File: config.mk
export PLATFORM = sky130hd
export DESIGN_NAME = pwb_drain
export DESIGN_NICKNAME = d
export VERILOG_FILES = /design/src/rtl/pwb_pkg.sv /design/src/rtl/pwb_fifo.sv /design/src/rtl/pwb_wait_timer.sv /design/src/rtl/pwb_sat_cnt.sv /design/src/rtl/pwb_drain.sv
export SDC_FILE = /design/constraint.sdc
export NUM_CORES = 1
export LEC_CHECK = 0
export ABC_CLOCK_PERIOD_IN_PS = 10200
export BUFFER_PORTS_ARGS = -buffer_cell sky130_fd_sc_hd__buf_2
export CAP_MARGIN = 20
export CORE_MARGIN = 1
export CORE_UTILIZATION = 50
export CTS_BUF_LIST = sky130_fd_sc_hd__clkbuf_2 sky130_fd_sc_hd__clkbuf_4 sky130_fd_sc_hd__clkbuf_8
export DETAILED_ROUTE_END_ITERATION = 6
export HOLD_SLACK_MARGIN = 0.02
export PLACE_DENSITY = 0.78
export SYNTH_ARGS = -nofsm -noshare
export SYNTH_HDL_FRONTEND = slang
export SYNTH_HIERARCHICAL = 1
export SYNTH_SLANG_ARGS = --single-unit
File: constraint.sdc
create_clock -name clk_i -period 10.2 [get_ports clk_i]
set_input_delay 1.02 -clock clk_i [delete_from_list [all_inputs] [get_ports clk_i]]
set_output_delay 1.02 -clock clk_i [all_outputs]
set_load 0.01 [all_outputs]
File: src/rtl/pwb_pkg.sv
package pwb_pkg;
  // bits needed to hold values 0..n
  function automatic int unsigned val_bits(int unsigned n);
    return (n < 2) ? 1 : $clog2(n + 1);
  endfunction

  // bits needed to index n entries
  function automatic int unsigned idx_bits(int unsigned n);
    return (n < 2) ? 1 : $clog2(n);
  endfunction
endpackage

File: src/rtl/pwb_fifo.sv
module pwb_fifo #(
  parameter int unsigned DATA_W = 32,
  parameter int unsigned DEPTH  = 8
) (
  input  logic              clk_i,
  input  logic              rst_ni,
  input  logic              push_i,
  input  logic [DATA_W-1:0] data_i,
  input  logic              pop_i,
  output logic [DATA_W-1:0] head_o,
  output logic              empty_o,
  output logic              full_o
);
  import pwb_pkg::*;
  localparam int unsigned AW = idx_bits(DEPTH);
  localparam int unsigned CW = val_bits(DEPTH);
  localparam logic [AW-1:0] LAST_IDX = AW'(DEPTH - 1);

  logic [DATA_W-1:0] mem [DEPTH];
  logic [AW-1:0] wr_ptr_q, rd_ptr_q;
  logic [CW-1:0] fill_q;

  assign empty_o = (fill_q == '0);
  assign full_o  = (fill_q == CW'(DEPTH));
  assign head_o  = mem[rd_ptr_q];

  always_ff @(posedge clk_i) begin
    if (push_i) mem[wr_ptr_q] <= data_i;
  end

  always_ff @(posedge clk_i or negedge rst_ni) begin
    if (!rst_ni) begin
      wr_ptr_q <= '0;
      rd_ptr_q <= '0;
      fill_q   <= '0;
    end else begin
      if (push_i) wr_ptr_q <= (wr_ptr_q == LAST_IDX) ? '0 : wr_ptr_q + AW'(1);
      if (pop_i)  rd_ptr_q <= (rd_ptr_q == LAST_IDX) ? '0 : rd_ptr_q + AW'(1);
      case ({push_i, pop_i})
        2'b10:   fill_q <= fill_q + CW'(1);
        2'b01:   fill_q <= fill_q - CW'(1);
        default: fill_q <= fill_q;
      endcase
    end
  end
endmodule

File: src/rtl/pwb_wait_timer.sv
module pwb_wait_timer #(
  parameter int unsigned TIMEOUT = 64
) (
  input  logic clk_i,
  input  logic rst_ni,
  input  logic present_i,
  input  logic refused_i,
  input  logic restart_i,
  output logic expire_o
);
  import pwb_pkg::*;
  localparam int unsigned TW = val_bits(TIMEOUT);
  localparam logic [TW-1:0] LIMIT = TW'(TIMEOUT - 1);

  logic [TW-1:0] cnt_q;
  logic          waiting;

  assign waiting  = present_i && refused_i;
  assign expire_o = waiting && (cnt_q == LIMIT);

  always_ff @(posedge clk_i or negedge rst_ni) begin
    if (!rst_ni)                      cnt_q <= '0;
    else if (restart_i || !present_i) cnt_q <= '0;
    else if (waiting)                 cnt_q <= cnt_q + TW'(1);
  end
endmodule

File: src/rtl/pwb_sat_cnt.sv
module pwb_sat_cnt #(
  parameter int unsigned W = 8
) (
  input  logic         clk_i,
  input  logic         rst_ni,
  input  logic         inc_i,
  output logic [W-1:0] cnt_o
);
  always_ff @(posedge clk_i or negedge rst_ni) begin
    if (!rst_ni)                 cnt_o <= '0;
    else if (inc_i && ~&cnt_o)   cnt_o <= cnt_o + W'(1);
  end
endmodule

File: src/rtl/pwb_drain.sv
module pwb_drain #(
  parameter int unsigned DATA_W  = 32,
  parameter int unsigned DEPTH   = 8,
  parameter int unsigned TIMEOUT = 64,
  parameter int unsigned CNT_W   = 8
) (
  input  logic              clk_i,
  input  logic              rst_ni,
  input  logic              up_valid_i,
  output logic              up_ready_o,
  input  logic [DATA_W-1:0] up_data_i,
  input  logic              up_last_i,
  output logic              dn_valid_o,
  input  logic              dn_ready_i,
  output logic [DATA_W-1:0] dn_data_o,
  output logic              drop_o,
  output logic [CNT_W-1:0]  drop_cnt_o,
  output logic              avail_o
);
  logic fifo_empty, fifo_full;
  logic in_burst_q;
  logic push, pop, taken;

  // new burst only on an empty buffer; open burst stalls only when full
  assign up_ready_o = !fifo_full && (in_burst_q || fifo_empty);
  assign push       = up_valid_i && up_ready_o;
  assign dn_valid_o = !fifo_empty;
  assign taken      = dn_valid_o && dn_ready_i;
  assign pop        = taken || drop_o;
  assign avail_o    = fifo_empty && !in_burst_q;

  always_ff @(posedge clk_i or negedge rst_ni) begin
    if (!rst_ni)   in_burst_q <= 1'b0;
    else if (push) in_burst_q <= !up_last_i;
  end

  pwb_fifo #(.DATA_W(DATA_W), .DEPTH(DEPTH)) u_fifo (
    .clk_i   (clk_i),
    .rst_ni  (rst_ni),
    .push_i  (push),
    .data_i  (up_data_i),
    .pop_i   (pop),
    .head_o  (dn_data_o),
    .empty_o (fifo_empty),
    .full_o  (fifo_full)
  );

  pwb_wait_timer #(.TIMEOUT(TIMEOUT)) u_timer (
    .clk_i     (clk_i),
    .rst_ni    (rst_ni),
    .present_i (dn_valid_o),
    .refused_i (!dn_ready_i),
    .restart_i (pop),
    .expire_o  (drop_o)
  );

  pwb_sat_cnt #(.W(CNT_W)) u_drops (
    .clk_i  (clk_i),
    .rst_ni (rst_ni),
    .inc_i  (drop_o),
    .cnt_o  (drop_cnt_o)
  );
endmodule

# ---- After elaboration in Yosys (flattened, before gate mapping)
# Memory sizes are Yosys's and may differ from the RTL's.
# Index checks and enable logic that the tools add are counted.
dict set report classes {
  n_addsub 6
  n_eq_ne 6
  n_mux 7
  reduce_logical 20
}
# op n
set op_table {}
lappend op_table {{7-bit 2-to-1 mux} 2}
lappend op_table {{8-bit by 1-bit adder with 8-bit output (second input constant)} 1}
lappend op_table {{4-bit one-hot mux with 2 select lines} 1}
lappend op_table {{8-bit AND reduction} 1}
lappend op_table {{7-bit by 1-bit adder with 7-bit output (second input constant)} 1}
lappend op_table {{7-bit by 6-bit equality test with 1-bit output (second input constant)} 1}
lappend op_table {{1-bit logical AND} 7}
lappend op_table {{3-bit by 1-bit adder with 3-bit output (second input constant)} 2}
lappend op_table {{3-bit equality test (second input constant)} 2}
lappend op_table {{1-bit zero test} 6}
lappend op_table {{3-bit 2-to-1 mux} 2}
lappend op_table {{4-bit by 1-bit adder with 4-bit output (second input constant)} 1}
lappend op_table {{4-bit equality test (second input constant)} 1}
lappend op_table {{4-bit zero test} 1}
lappend op_table {{2-bit nonzero test} 2}
lappend op_table {{4-bit by 1-bit subtractor with 4-bit output (second input constant)} 1}
lappend op_table {{1-bit logical OR} 3}
lappend op_table {{2-bit by 1-bit equality test with 1-bit output (second input constant)} 1}
lappend op_table {{2-bit equality test (second input constant)} 1}
lappend op_table {{1-bit 2-to-1 mux} 2}
dict set report word_totals {
  register_bits 26
  ramBits 256
  inputBits 37
  out_inout_bits 44
  memories 1
}
# name depth word_bits read_ports rd_ports_with_merged_regs write_ports line_no
set memory_table {}
lappend memory_table {u_fifo.mem 8 32 1 0 1 pwb_fifo.sv:19} ;# logic [DATA_W-1:0] mem [DEPTH];

# ---- Depth between registers and ports, before layout
dict set report logic_depth {
  ltp_word 7
  mapped_depth 13
  depth_no_buf 13
}

# ---- By module
# Netlist, hierarchy kept.
# mod n_inst cells_per_inst area_per_inst_um2 seq_area_each_um2
set by_module_without_submodules {}
lappend by_module_without_submodules {pwb_fifo 1 428 10216.0 7937.6}
lappend by_module_without_submodules {pwb_sat_cnt 1 35 390.4 200.2}
lappend by_module_without_submodules {pwb_wait_timer 1 32 335.3 175.2}
lappend by_module_without_submodules {pwb_drain 1 12 82.6 25.0}

# ---- Worst setup path before layout
# Ideal clock, no wire load.
dict set report synth_timing {
  path_type {input-to-reg}
  start {input up_valid_i}
  end {memory u_fifo.mem[2][0], enable pin}
  setup_ns 0.461
  arrival_time_ns 3.923
  required_ns 9.739
  setup_slack_ns 5.816
  stages 3
  n_path_buf 0
  cell_sequence {nor3b_1 -> nand2_1 -> nor3_1}
}
dict set report synth_via {
  elab_chain_cells 3
}
# element line_no
set synth_rtl {}
lappend synth_rtl {{start, declared} pwb_drain.sv:9} ;# input logic up_valid_i,
lappend synth_rtl {{1-bit logical AND} pwb_drain.sv:26} ;# assign push = up_valid_i && up_ready_o;
lappend synth_rtl {{1-bit 2-to-1 mux} pwb_fifo.sv:28} ;# if (push_i) mem[wr_ptr_q] <= data_i;
lappend synth_rtl {{1-bit 2-to-1 mux (implied by the code)} pwb_fifo.sv:28}
lappend synth_rtl {{end, declared} pwb_fifo.sv:19}
# No other way between the ends.

# ---- Final worst setup path
dict set report layout_timing {
  start {register u_fifo.rd_ptr_q[0]}
  end {output dn_data_o[5]}
}
dict set report layout_via {
  elab_chain_cells 1
}
# element line_no
set layout_rtl {}
lappend layout_rtl {{start, declared} pwb_fifo.sv:20} ;# logic [AW-1:0] wr_ptr_q, rd_ptr_q;
lappend layout_rtl {{start signal, assigned} pwb_fifo.sv:38} ;# if (pop_i) rd_ptr_q <= (rd_ptr_q == LAST_IDX) ? '0 : rd_ptr_q + AW'(1);
lappend layout_rtl {{memory read 8 x 32 bit} n/a}
lappend layout_rtl {{end, declared} pwb_drain.sv:15} ;# output logic [DATA_W-1:0] dn_data_o,
# No other way between the ends.

==> summary.txt <==
Floorplanning
  • Die boundary width: ~150 µm
  • Vert. Die Dim: about 150 µm
  • Die Footprint: about 23000 µm²
  • Num ports: 81
  • Area of the core region: 21300 µm²
  • Initial cell density of the core: 51.8%
  • Row cnt: between 50 and 60

Clock network
  • Post CTS Setup Buffer Count: 0
  • Number of buffers inserted during clock tree synthesis: 44
  • Clock tree from TritonCTS: done
  • H-tree levels: 2
  • Clk_lat worst skew: 550 ps
  • Post-CTS clock slew at the launch and capture registers of the worst setup and hold paths: 60 ps
  • Clock sink count: 282
  • Hold-fix buffer count after cts: 0
  • Root buffer selected by CTS: sky130_fd_sc_hd__clkbuf_8
  • Cts repair resizes: 0
  • CTS Buffer Depth: 3

Timing
  • Finish-stage setup viols: 0
  • Final setup TNS: 0 ps
  • Maximum clock rate: about 240 MHz
  • Fin crit period: 4140 ps
  • Number of slew-limit violations in the final report: 0
  • Least-Margin Pin Slew: 1010 ps
  • Final hold vios: 0
  • Worst-case clock skew: 21.4 ps
  • Final worst hold slack: roughly 480 ps
  • Crit share post-route: 40.6%
  • Relative slew margins: 32.4%
  • Unrepaired setup endpoints after global routing: false
  • Smallest setup slack after layout: 6060 ps

Setup path
  • Worst path cell trace: buf_4, mux4_2, mux2_2, buf_2
  • Highest-delay cell along the critical path: sky130_fd_sc_hd__buf_4
  • CP max stage delay: around 800 ps
  • Arrival time worst endpoint: 3120 ps
  • FF-to-FF setup slack: 6650 ps
  • Type of destination of the critical path: output port
  • Reg2reg end: u_fifo/mem[2][18]$_DFFE_PP_
  • Startpoint kind of the worst setup timing path: flip-flop
  • Data required time of the critical path: 9180 ps
  • Cell family contributing the most delay on the critical path: buffers and inverters
  • Worst reg2reg path depth: 6
  • Worst r2r src: u_fifo/fill_q[2]$_DFFE_PN0P_
  • CP Max Fanout: 46
  • Critical path type: flip-flop to output port
  • Count of buffering cells on the critical path with inverters included: 2

Synthesis
  • Number of nets produced by synthesis: 553
  • Post-Synthesis Cells: 507
  • Seq cells post-synth: 282
  • Average cell area after synthesis: approximately 22 µm²
  • Yosys cell types: 41
  • Post-synthesis sequential area ratio: 75.6%
  • Total standard cell area after synthesis: between 10000 and 15000 µm²
  • Warning count from the yosys run: 6

GRT
  • Global-route met1 utilization: 23.7%
  • Pin count of the biggest net entering global routing: between 40 and 50
  • Met2 Usage GRT: 31.1%
  • Number of antenna violations at the first check in global routing: 1
  • Busiest layer in global routing: met2
  • Grt total ovfl: 0
  • Via count of the first global-routing pass: 5620
  • Global-route wire length before repair: around 30000 µm
  • Met3 usage: ~5%
  • Combined global-route utilization of all metal layers: a little under a fifth

Placement
  • Count of input and output buffers: 80
  • Placed cell areas: around 12000 µm²
  • Cell count after placement: between 800 and 900
  • GP Congestion: 0.741
  • Total half-perimeter wirelength after legalization and detailed placement: 11700 µm
  • Pre-CTS WS: 6550 ps

Min path
  • Classification of the worst-slack hold path: primary input to asynchronous set/reset pin

Detailed routing
  • DRT iter0 DRCs: 371
  • Sum of routed wire length over all layers: 20100 µm
  • Wire per inst: 21.5 µm
  • Number of detailed-route iterations in the first pass: 4
  • Number of routed nets with antenna violations: 0
  • Post-detailed-route DRC marker count: 0
  • Vias/cell: 5.62
  • Total vias in the final route: 5262

Power and ir drop
  • Overall power consumption: 3.26 mW
  • Leak: ~4.3 nW
  • Pwr per Cell Area: 257 nW/µm²
  • Peak supply drop: 198 µV

Layout
  • Fraction of layout instances using a drive strength above 1: 41.1%
  • Final Net Count: about 670
  • Final Instance Area: 12700 µm²
  • Layout area overhead: 15.2%
  • Layout Utilization: between 50% and 60%
  • Number of cells in the finished layout apart from fillers: 936

Run
  • Number of max-cap violations: 0

Status
  • Result of the run: complete, no violations
[worst max-delay path by stage]
stage	slack, ps	start	cells after the start	end
after floorplan	5820	up_valid_i	3	u_fifo/mem[2][0]$_DFFE_PP_
after global placement	6570	u_fifo/rd_ptr_q[0]$_DFFE_PN0P_	4	dn_data_o[2]
after detailed placement	6550	u_fifo/rd_ptr_q[0]$_DFFE_PN0P_	4	dn_data_o[2]
after CTS	5960	u_fifo/rd_ptr_q[0]$_DFFE_PN0P_	4	dn_data_o[2]
after global routing	5850	u_fifo/rd_ptr_q[0]$_DFFE_PN0P_	4	dn_data_o[19]
final	6060	u_fifo/rd_ptr_q[0]$_DFFE_PN0P_	4	dn_data_o[5]
[cell usage in the layout, fill, tap and decap left out, drive strengths merged]
| cell type | n |
|---|---|
| edfxtp | 256 |
| buf | 91 |
| mux4 | 64 |
| clkbuf | 55 |
| mux2 | 39 |
| dfrtp | 26 |
| clkinv | 19 |
| nor2 | 17 |
| inv | 10 |
| ha | 9 |
| a21oi | 7 |
| xor2 | 7 |
| xnor2 | 6 |
| nand2 | 5 |
| o21ai | 5 |
| nand4 | 5 |
| nand3 | 4 |
| nor2b | 4 |
| nand2b | 4 |
| bufinv | 3 |
| or3 | 3 |
| diode | 2 |
| nand3b | 2 |
| and3 | 2 |
| o211ai | 2 |
| nor3 | 2 |
| nor3b | 1 |
| a21o | 1 |
| a32oi | 1 |
| clkinvlp | 1 |
| and4 | 1 |
| and2 | 1 |
| a2bb2oi | 1 |
| nor4b | 1 |
| nor4 | 1 |
| a31oi | 1 |
| o32ai | 1 |
| mux2i | 1 |
[flip-flops by register name (all words and copies together), names as in the netlist]
signal and flops:
u_fifo/fill_q 4, in_burst_q 1, u_drops/cnt_o 8, u_fifo/wr_ptr_q 3, u_timer/cnt_q 7, u_fifo/rd_ptr_q 3
u_fifo/mem 256
[Yosys cell counts]
cell                        number  area (µm²)
sky130_fd_sc_hd__mux2i_1         1        10.0
sky130_fd_sc_hd__o211ai_1        2        15.0
sky130_fd_sc_hd__buf_2           5        25.0
sky130_fd_sc_hd__a21oi_1         7        35.0
sky130_fd_sc_hd__nor3_1          2        10.0
sky130_fd_sc_hd__mux4_1          3        78.8
sky130_fd_sc_hd__and2_1          1        6.26
sky130_fd_sc_hd__o21ai_1         1        5.00
sky130_fd_sc_hd__o21ai_2         1        8.76
sky130_fd_sc_hd__nor3b_1         1        7.51
sky130_fd_sc_hd__and4_1          1        8.76
sky130_fd_sc_hd__a21o_1          1        7.51
sky130_fd_sc_hd__nand4_2         2        25.0
sky130_fd_sc_hd__clkbuf_1        8        30.0
sky130_fd_sc_hd__nor4b_1         1        8.76
sky130_fd_sc_hd__o32ai_1         1        8.76
sky130_fd_sc_hd__nand3b_1        2        15.0
sky130_fd_sc_hd__nor2_1         17        63.8
sky130_fd_sc_hd__nor4_1          1        6.26
sky130_fd_sc_hd__xor2_1          7        61.3
sky130_fd_sc_hd__edfxtp_1      256        7690
sky130_fd_sc_hd__nand2b_1        4        25.0
sky130_fd_sc_hd__a2bb2oi_1       1        8.76
sky130_fd_sc_hd__and3_1          2        12.5
sky130_fd_sc_hd__nor2b_1         4        25.0
sky130_fd_sc_hd__xnor2_1         6        52.6
sky130_fd_sc_hd__buf_4           1        7.51
sky130_fd_sc_hd__nand2_1         5        18.8
sky130_fd_sc_hd__or3_1           3        18.8
sky130_fd_sc_hd__a31oi_1         1        6.26
sky130_fd_sc_hd__a32oi_1         1        8.76
sky130_fd_sc_hd__nand3_1         4        20.0
sky130_fd_sc_hd__mux2_2         38         428
sky130_fd_sc_hd__o21ai_0         3        15.0
sky130_fd_sc_hd__dfrtp_1        26         651
sky130_fd_sc_hd__inv_1           8        30.0
sky130_fd_sc_hd__mux4_2         61        1370
sky130_fd_sc_hd__mux2_1          1        11.3
sky130_fd_sc_hd__nand4_1         3        18.8
sky130_fd_sc_hd__ha_1            9         113
sky130_fd_sc_hd__buf_6           5        56.3
[area by class of cell]
cell class	count	area [µm²]
Timing Repair Buffer	91	483
Fill cell	1475	8590
Inverter	8	30.0
Clock buffer	55	707
Multi-Input combinational cell	198	2590
Antenna cell	2	5.00
Tap cell	275	344
Clock inverter	25	194
Sequential cell	282	8340
[layer usage]
| metal | wire [µm] | vias to the layer above | part of all wire (%) |
|---|---|---|---|
| li1 | - | 2337 | - |
| met1 | 8150 | 2732 | 40 |
| met2 | 10400 | 154 | 52 |
| met3 | 1230 | 39 | 6.1 |
| met4 | 376 | 0 | 1.9 |
| met5 | 0 | - | 0 |
[cell families after synthesis]
family	count (synthesis)	synth area share [%]
AO/OA/AOI/OAI	19	1.08
XOR/XNOR	13	1.03
adder cells (fa/ha/maj)	9	1.02
buffers and inverters	27	1.35
flip-flops	282	75.6
multiplexers	104	17.3
AND/OR/NAND/NOR	53	2.63
[report_power, final]
| part | internal (mW) | switching [mW] |
|---|---|---|
| combinational | 0.454 | 0.391 |
| sequential | 1.35 | 0.114 |
| clock | 0.534 | 0.416 |
| total | 2.34 | 0.921 |
(Power assumes the default switching activity.)
